$ cat config.mk
export PLATFORM = sky130hd
export DESIGN_NAME = fdc_cmd_seq
export DESIGN_NICKNAME = d
export VERILOG_FILES = /design/src/rtl/fdc_seq_pkg.sv /design/src/rtl/fdc_opc_decode.sv /design/src/rtl/fdc_cmd_collect.sv /design/src/rtl/fdc_res_stage.sv /design/src/rtl/fdc_cmd_seq.sv
export SDC_FILE = /design/constraint.sdc
export NUM_CORES = 1
export LEC_CHECK = 0
export BUFFER_PORTS_ARGS = -buffer_cell sky130_fd_sc_hd__buf_2
export CAP_MARGIN = 20
export CORE_ASPECT_RATIO = 1.75
export CORE_UTILIZATION = 54
export DETAILED_ROUTE_END_ITERATION = 7
export PLACE_DENSITY = 0.8
export SLEW_MARGIN = 40
export SYNTH_ARGS = -nofsm -noshare
export SYNTH_HDL_FRONTEND = slang
export SYNTH_SLANG_ARGS = --single-unit
$ cat constraint.sdc
create_clock -name clk -period 6.1 [get_ports clk]
set_clock_uncertainty 0.15 [all_clocks]
set_input_delay 0.61 -clock clk [delete_from_list [all_inputs] [get_ports clk]]
set_output_delay 0.61 -clock clk [all_outputs]
set_load 0.02 [all_outputs]
$ cat src/rtl/fdc_seq_pkg.sv
package fdc_seq_pkg;

  localparam int OPC_W = 5;

  typedef enum logic [1:0] {
    PH_CMD  = 2'd0,
    PH_EXEC = 2'd1,
    PH_RES  = 2'd2
  } phase_t;

  localparam logic [1:0] A_STATUS = 2'd0;
  localparam logic [1:0] A_DATA   = 2'd1;

  localparam logic [OPC_W-1:0] OP_RD_TRACK   = 5'h02;
  localparam logic [OPC_W-1:0] OP_SPECIFY    = 5'h03;
  localparam logic [OPC_W-1:0] OP_SENSE_DRV  = 5'h04;
  localparam logic [OPC_W-1:0] OP_WR_DATA    = 5'h05;
  localparam logic [OPC_W-1:0] OP_RD_DATA    = 5'h06;
  localparam logic [OPC_W-1:0] OP_RECAL      = 5'h07;
  localparam logic [OPC_W-1:0] OP_SENSE_INT  = 5'h08;
  localparam logic [OPC_W-1:0] OP_WR_DEL     = 5'h09;
  localparam logic [OPC_W-1:0] OP_RD_ID      = 5'h0A;
  localparam logic [OPC_W-1:0] OP_RD_DEL     = 5'h0C;
  localparam logic [OPC_W-1:0] OP_FORMAT     = 5'h0D;
  localparam logic [OPC_W-1:0] OP_SEEK       = 5'h0F;
  localparam logic [OPC_W-1:0] OP_SCAN_EQ    = 5'h11;
  localparam logic [OPC_W-1:0] OP_SCAN_LE    = 5'h19;
  localparam logic [OPC_W-1:0] OP_SCAN_HE    = 5'h1D;

endpackage

$ cat src/rtl/fdc_opc_decode.sv
module fdc_opc_decode
  import fdc_seq_pkg::*;
#(
  parameter int LEN_W = 4
) (
  input  logic [OPC_W-1:0] opc,
  output logic [LEN_W-1:0] cmd_len,
  output logic [LEN_W-1:0] res_len
);

  always_comb begin
    unique case (opc)
      OP_RD_TRACK, OP_WR_DATA, OP_RD_DATA, OP_WR_DEL,
      OP_RD_DEL, OP_SCAN_EQ, OP_SCAN_LE, OP_SCAN_HE: begin
        cmd_len = LEN_W'(9);
        res_len = LEN_W'(7);
      end
      OP_RD_ID: begin
        cmd_len = LEN_W'(2);
        res_len = LEN_W'(7);
      end
      OP_RECAL: begin
        cmd_len = LEN_W'(2);
        res_len = LEN_W'(0);
      end
      OP_FORMAT: begin
        cmd_len = LEN_W'(6);
        res_len = LEN_W'(7);
      end
      OP_SENSE_INT: begin
        cmd_len = LEN_W'(1);
        res_len = LEN_W'(2);
      end
      OP_SPECIFY, OP_SEEK: begin
        cmd_len = LEN_W'(3);
        res_len = LEN_W'(0);
      end
      OP_SENSE_DRV: begin
        cmd_len = LEN_W'(2);
        res_len = LEN_W'(1);
      end
      default: begin
        cmd_len = LEN_W'(1);
        res_len = LEN_W'(1);
      end
    endcase
  end

endmodule

$ cat src/rtl/fdc_cmd_collect.sv
module fdc_cmd_collect
  import fdc_seq_pkg::*;
#(
  parameter int DW      = 8,
  parameter int CMD_MAX = 9,
  parameter int IDX_W   = 4
) (
  input  logic                  clk,
  input  logic                  rst_n,
  input  logic                  accept,
  input  logic [DW-1:0]         wbyte,
  output logic                  last_byte,
  output logic [OPC_W-1:0]      opcode,
  output logic [IDX_W-1:0]      res_len,
  output logic [CMD_MAX*DW-1:0] cmd_flat
);

  logic [IDX_W-1:0]      idx_q, idx_d;
  logic [OPC_W-1:0]      op_q;
  logic [IDX_W-1:0]      clen_q, rlen_q;
  logic [IDX_W-1:0]      dec_clen, dec_rlen;
  logic [IDX_W-1:0]      eff_clen;
  logic                  first_byte;
  logic [CMD_MAX*DW-1:0] cmd_q;

  fdc_opc_decode #(.LEN_W(IDX_W)) u_dec (
    .opc     (wbyte[OPC_W-1:0]),
    .cmd_len (dec_clen),
    .res_len (dec_rlen)
  );

  assign first_byte = (idx_q == '0);
  assign eff_clen   = first_byte ? dec_clen : clen_q;
  assign last_byte  = accept && ((idx_q + IDX_W'(1)) == eff_clen);

  always_comb begin
    idx_d = idx_q;
    if (accept) begin
      idx_d = last_byte ? '0 : idx_q + IDX_W'(1);
    end
  end

  always_ff @(posedge clk or negedge rst_n) begin
    if (!rst_n) begin
      idx_q <= '0;
    end else if (accept) begin
      idx_q <= idx_d;
    end
  end

  always_ff @(posedge clk or negedge rst_n) begin
    if (!rst_n) begin
      op_q   <= '0;
      clen_q <= '0;
      rlen_q <= '0;
    end else if (accept && first_byte) begin
      op_q   <= wbyte[OPC_W-1:0];
      clen_q <= dec_clen;
      rlen_q <= dec_rlen;
    end
  end

  for (genvar k = 0; k < CMD_MAX; k++) begin : g_byte
    always_ff @(posedge clk or negedge rst_n) begin
      if (!rst_n) begin
        cmd_q[k*DW +: DW] <= '0;
      end else if (accept && (idx_q == IDX_W'(k))) begin
        cmd_q[k*DW +: DW] <= wbyte;
      end
    end
  end

  assign opcode   = op_q;
  assign res_len  = rlen_q;
  assign cmd_flat = cmd_q;

  a_r3_idx_in_range: assert property (@(posedge clk) disable iff (!rst_n)
    idx_q < IDX_W'(CMD_MAX));

  a_r3_single_byte_cmd: assert property (@(posedge clk) disable iff (!rst_n)
    (accept && first_byte && (wbyte[OPC_W-1:0] == OP_SENSE_INT)) |=> (idx_q == '0));

endmodule

$ cat src/rtl/fdc_res_stage.sv
module fdc_res_stage #(
  parameter int DW      = 8,
  parameter int RES_MAX = 7,
  parameter int IDX_W   = 4
) (
  input  logic                  clk,
  input  logic                  rst_n,
  input  logic                  capture,
  input  logic [RES_MAX*DW-1:0] res_in,
  input  logic                  pop,
  input  logic [IDX_W-1:0]      res_len,
  output logic                  last_pop,
  output logic [DW-1:0]         cur_byte,
  output logic [DW-1:0]         first_res
);

  logic [RES_MAX*DW-1:0] res_q;
  logic [IDX_W-1:0]      ridx_q, ridx_d;

  assign last_pop = pop && ((ridx_q + IDX_W'(1)) == res_len);

  always_comb begin
    ridx_d = ridx_q;
    if (capture) begin
      ridx_d = '0;
    end else if (pop) begin
      ridx_d = last_pop ? '0 : ridx_q + IDX_W'(1);
    end
  end

  always_ff @(posedge clk or negedge rst_n) begin
    if (!rst_n) begin
      ridx_q <= '0;
    end else if (capture || pop) begin
      ridx_q <= ridx_d;
    end
  end

  always_ff @(posedge clk or negedge rst_n) begin
    if (!rst_n) begin
      res_q <= '0;
    end else if (capture) begin
      res_q <= res_in;
    end
  end

  always_comb begin
    if (ridx_q < IDX_W'(RES_MAX)) begin
      cur_byte = DW'(res_q >> (int'(ridx_q) * DW));
    end else begin
      cur_byte = '0;
    end
  end

  assign first_res = res_q[DW-1:0];

  a_r5_ridx_in_range: assert property (@(posedge clk) disable iff (!rst_n)
    ridx_q < IDX_W'(RES_MAX));

  a_r12_capture_restarts: assert property (@(posedge clk) disable iff (!rst_n)
    capture |=> (ridx_q == '0));

endmodule

$ cat src/rtl/fdc_cmd_seq.sv
module fdc_cmd_seq
  import fdc_seq_pkg::*;
#(
  parameter int DW      = 8,
  parameter int CMD_MAX = 9,
  parameter int RES_MAX = 7,
  parameter int IDX_W   = 4
) (
  input  logic                  clk,
  input  logic                  rst_n,
  input  logic [1:0]            reg_addr,
  input  logic                  reg_wr,
  input  logic                  reg_rd,
  input  logic [DW-1:0]         reg_wdata,
  output logic [DW-1:0]         reg_rdata,
  output logic                  exec_start,
  output logic [OPC_W-1:0]      exec_opcode,
  output logic [CMD_MAX*DW-1:0] exec_cmd,
  input  logic                  exec_done,
  input  logic [RES_MAX*DW-1:0] exec_result,
  output logic                  irq
);

  localparam logic [DW-1:0] ST_READY = DW'(8'h80);
  localparam logic [DW-1:0] ST_DIR   = DW'(8'h40);
  localparam logic [DW-1:0] RD_NONE  = {DW{1'b1}};

  logic [1:0] rst_sync_q;
  logic       rst_int_n;

  always_ff @(posedge clk or negedge rst_n) begin
    if (!rst_n) begin
      rst_sync_q <= 2'b00;
    end else begin
      rst_sync_q <= {rst_sync_q[0], 1'b1};
    end
  end
  assign rst_int_n = rst_sync_q[1];

  phase_t phase_q, phase_d;
  logic   irq_q, irq_d;
  logic   start_q, start_d;

  logic   data_wr, data_rd;
  logic   accept, capture, pop;
  logic   last_byte, last_pop;
  logic [IDX_W-1:0] res_len;
  logic [DW-1:0]    cur_byte, first_res;
  logic [OPC_W-1:0] opcode;

  assign data_wr = reg_wr && (reg_addr == A_DATA);
  assign data_rd = reg_rd && (reg_addr == A_DATA);
  assign accept  = data_wr && (phase_q == PH_CMD);
  assign capture = exec_done && (phase_q == PH_EXEC);
  assign pop     = data_rd && (phase_q == PH_RES);

  fdc_cmd_collect #(
    .DW(DW), .CMD_MAX(CMD_MAX), .IDX_W(IDX_W)
  ) u_collect (
    .clk       (clk),
    .rst_n     (rst_int_n),
    .accept    (accept),
    .wbyte     (reg_wdata),
    .last_byte (last_byte),
    .opcode    (opcode),
    .res_len   (res_len),
    .cmd_flat  (exec_cmd)
  );

  fdc_res_stage #(
    .DW(DW), .RES_MAX(RES_MAX), .IDX_W(IDX_W)
  ) u_res (
    .clk       (clk),
    .rst_n     (rst_int_n),
    .capture   (capture),
    .res_in    (exec_result),
    .pop       (pop),
    .res_len   (res_len),
    .last_pop  (last_pop),
    .cur_byte  (cur_byte),
    .first_res (first_res)
  );

  always_comb begin
    phase_d = phase_q;
    unique case (phase_q)
      PH_CMD:  if (last_byte) phase_d = PH_EXEC;
      PH_EXEC: if (capture)   phase_d = (res_len == '0) ? PH_CMD : PH_RES;
      PH_RES:  if (last_pop)  phase_d = PH_CMD;
      default: phase_d = PH_CMD;
    endcase
  end

  always_comb begin
    irq_d = irq_q;
    if (capture) begin
      irq_d = (opcode != OP_SENSE_INT);
    end else if (pop) begin
      irq_d = 1'b0;
    end
  end

  assign start_d = accept && last_byte;

  always_ff @(posedge clk or negedge rst_int_n) begin
    if (!rst_int_n) begin
      phase_q <= PH_CMD;
      irq_q   <= 1'b0;
      start_q <= 1'b0;
    end else begin
      phase_q <= phase_d;
      irq_q   <= irq_d;
      start_q <= start_d;
    end
  end

  always_comb begin
    unique case (reg_addr)
      A_STATUS: reg_rdata = ST_READY | ((phase_q != PH_CMD) ? ST_DIR : '0);
      A_DATA:   reg_rdata = (phase_q == PH_RES) ? cur_byte : first_res;
      default:  reg_rdata = RD_NONE;
    endcase
  end

  assign exec_start  = start_q;
  assign exec_opcode = opcode;
  assign irq         = irq_q;

  a_r4_start_single_pulse: assert property (@(posedge clk) disable iff (!rst_int_n)
    exec_start |=> !exec_start);

  a_r4_start_in_exec: assert property (@(posedge clk) disable iff (!rst_int_n)
    exec_start |-> (phase_q == PH_EXEC));

  a_r6_no_result_back: assert property (@(posedge clk) disable iff (!rst_int_n)
    (capture && (res_len == '0)) |=> (phase_q == PH_CMD));

  a_r7_sense_clears: assert property (@(posedge clk) disable iff (!rst_int_n)
    (capture && (opcode == OP_SENSE_INT)) |=> !irq);

  a_r8_read_clears_irq: assert property (@(posedge clk) disable iff (!rst_int_n)
    pop |=> !irq);

  a_r13_irq_rises_from_exec: assert property (@(posedge clk) disable iff (!rst_int_n)
    (phase_q != PH_EXEC) |=> !$rose(irq));

  a_r9_stray_read_keeps_phase: assert property (@(posedge clk) disable iff (!rst_int_n)
    (data_rd && (phase_q == PH_CMD) && !reg_wr) |=> (phase_q == PH_CMD));

endmodule

==> results.md <==
- Outcome: complete, no violations
- Syn_nets: 627
- Largest family of logic cells by synthesized area: multiplexers
- GR Util met1: 0.288
- Die X: about 86 um
- Number of flops mapped to enable cells by yosys: 0
- Number of global-route vias before repair: ~5000
- Largest net degree at the start of global routing: 49
- Comb power frac: 0.305
- IO Count: about 160
- Nets@finish: 770
- Clock network fraction of total power: 0.271
- Initial Util: 0.557
- Finished Cell Area: slightly above 8000 um^2
- Total negative setup slack: 0 ps
- Row count: 53
- Mean Syn Cell Area: ~12 um^2
- Kind of critical path: flop to output port
- Pleak: 4.23 nW
- Residual DRC: 0
- Layout area overhead: 21.8%
- Synth async-reset ratio: 1.00
- Worst relative slew slack: 0.508
- Worst-Margin Slew: 736 ps
- CTS buffer count: 17
- Root Buffer: clkbuf_16
- Yosys cell types: 48
- Ys Warns: 0
- Max frequency: slightly above 300 MHz
- Die ar.: 12900 um^2
- P_sw: ~1.3 mW
- Internal power: around 2.5 mW
- Clock period minus final worst setup slack: about 3300 ps
- Yosys reg bits: 149
- Post-CTS setup buffer count: 0
- Post-synthesis sequential area ratio: 0.555
- Total Wirelength: ~16000 um
- Clock transition at path regs: about 60 ps
- Final Cycle Share: 0.543
- First-pass GRT wire length: around 25000 um
- Data required, critical path: ~5300 ps
- Mux contribution to synthesized area: 0.214
- Post-synthesis compound-gate area fraction: 0.0872
- Crit. End Element: output port
- Bufs on Longest Clock Path: 2
- Worst-path fanout max: 22
- Pwr Density: 472 nW/um^2
- Post-synthesis cell area: about 6700 um^2
- HP Class: flop to async pin
- Setup crit start kind: flop
- Placed cell areas: about 7600 um^2
- Seq pwr share: 0.424
- Per-cell routed wire length: approximately 18 um
- PortBufs: 157
- Post-route antenna net violation count: 0
- Vias: 4789
- N_diodes: 0
- Adder-cell share of the synthesized area: 0.0168
- Simple-gate share of the synthesized area: 0.0816
- DR pass1 iterations: 5
- GR peak layer: met2
- Xor and xnor area share after synthesis: 0.0130
- Htree depth: 4
- Initial DRC Count: between 100 and 150
- CTS tree: yes
- Final Wtd Congestion: ~0.86
- GR met2 Demand/Resource: 0.460
- RSZ-0062 raised after global routing: false
- CTS Sinks: 149
- Die Ht: about 150 um
- GR met3 Demand/Resource: 0.0557
- GRT Util Overall: 0.256
- Most used DFF post-synth: dfrtp_1
- Synth Instances: between 500 and 600
- Initial antenna violation count: 0
- CP arrival: ~2600 ps
- Vias per inst: between 5 and 6
- Slew Limit Fails: 0
- VDD IR-drop max: 0.282 mV
- Ratio of cells with drive above 1 in the final layout: 0.447
- Remaining global-route overflow: 0
- Total of max-cap violations: 0
- Final setup fails: 0
- Hold Fails Final Rpt: 0
- Worst-Skew Late Latency: about 410 ps
- Switching portion of total power: 0.349
- Hpwl dp: around 11000 um
- Placeable core area: between 10000 and 15000 um^2
==> area by class of cell <==
type	instances	area, um^2
clock buffers	18	429
clock inverters	14	164
fillers	888	3880
inverters	7	26.3
multi-input cells	353	2770
flip-flops and latches	149	3730
well taps	165	206
repair buffers	162	851
==> final timing paths <==
kind,from,to,slack [ps],cells past startpoint
max,u_res.ridx_q[0]$_DFFE_PN0P_,reg_rdata[6],2790,6
min,rst_sync_q[1]$_DFF_PN0_,u_res.res_q[25]$_DFFE_PN0P_,120,0
max reg2reg,u_collect.idx_q[0]$_DFFE_PN0P_,u_collect.idx_q[2]$_DFFE_PN0P_,3570,8
min reg2reg,rst_sync_q[1]$_DFF_PN0_,u_res.res_q[25]$_DFFE_PN0P_,120,0
max in group asynchronous,rst_sync_q[1]$_DFF_PN0_,u_collect.cmd_flat[34]$_DFFE_PN0P_,4380,3
min in group clk,rst_sync_q[0]$_DFF_PN0_,rst_sync_q[1]$_DFF_PN0_,210,0
==> power groups by stage <==
stage / clock, mW / combinational (mW) / sequential (mW)
6_report: 1.05 / 1.18 / 1.64
5_1_grt: 1.11 / 1.28 / 1.68
4_1_cts: 1.06 / 1.19 / 1.63
3_5_place_dp: 0 / 1.18 / 1.64
3_3_place_gp: 0 / 1.13 / 1.63
2_1_floorplan: 0 / 0.742 / 1.70
==> kinds of logic after synthesis <==
kind of cell | Yosys count
other | 1
DFF | 149
buffers and inverters | 45
adders and majority gates | 9
and+or+nand+nor | 118
muxes | 121
AOI/OAI and AO/OA | 94
xor gates and xnor gates | 10
==> registers in the layout, indices dropped and copies added (netlist names) <==
name	flops
exec_start	1
irq	1
phase_q	2
rst_sync_q	2
u_collect.clen_q	4
u_collect.cmd_flat	72
u_collect.idx_q	4
u_collect.res_len	3
u_res.res_q	56
u_res.ridx_q	4
==> per-layer routing <==
layer / vias up / routed length (um)
met5: - / 0
met4: 0 / 425
met3: 22 / 789
met2: 176 / 8520
met1: 2386 / 5950
li1: 2205 / -
==> layout by cell type (no fill, tap or decap), drive strengths merged, types with 2 or more instances in the layout <==
master      n
a211oi      2
inv        14
nand3b      3
bufinv      2
a31oi       5
mux2i      14
nand2b      6
nand2      56
o21ai      43
o211ai      4
a21o        9
a22oi       2
buf       161
nor2       26
mux2       99
nand3      12
clkinvlp    5
a22o        8
xnor2       4
dfrtp     149
nor3        4
a21oi      15
clkbuf     18
xor2        6
ha          9
nor2b       3
or2         3
mux4        8
==> metrics by stage <==
step	util	hold slack (ps)	total power, mW	setup slack (ps)	cells
final	0.678	116	3.86	2790	868
after global routing	0.678	152	4.07	2650	868
after CTS	0.678	131	3.88	2550	868
after detailed placement	0.628	129	2.82	2980	835
after global placement	0.625	189	2.75	3080	833
after floorplan	-	164	2.44	1490	547
==> synth_stat cells, types with 8 or more instances <==
cell type / n / share of area
a21o_1: 9 / 0.010
a21oi_1: 15 / 0.011
a22o_1: 8 / 0.010
buf_2: 14 / 0.010
clkbuf_1: 12 / 0.0067
dfrtp_1: 149 / 0.56
ha_1: 9 / 0.017
mux2_2: 99 / 0.17
mux2i_1: 14 / 0.021
mux4_2: 8 / 0.027
nand2_1: 56 / 0.031
nand3_1: 12 / 0.0089
nor2_1: 25 / 0.014
o21ai_0: 42 / 0.031
==> critical path, stage by stage, from the launching register on <==
cell and delay [ps]:
dfrtp_2 590, ha_1 360, a211oi_2 560, o211ai_1 170
a31oi_1 200, or2_2 130, buf_2 150
==> repair_timing <==
item,4_1_cts,5_1_grt
endpoints found under the hold margin,2,0
gates resized for setup,0,0
hold buffers,1,0
(Power assumes the default switching activity.)
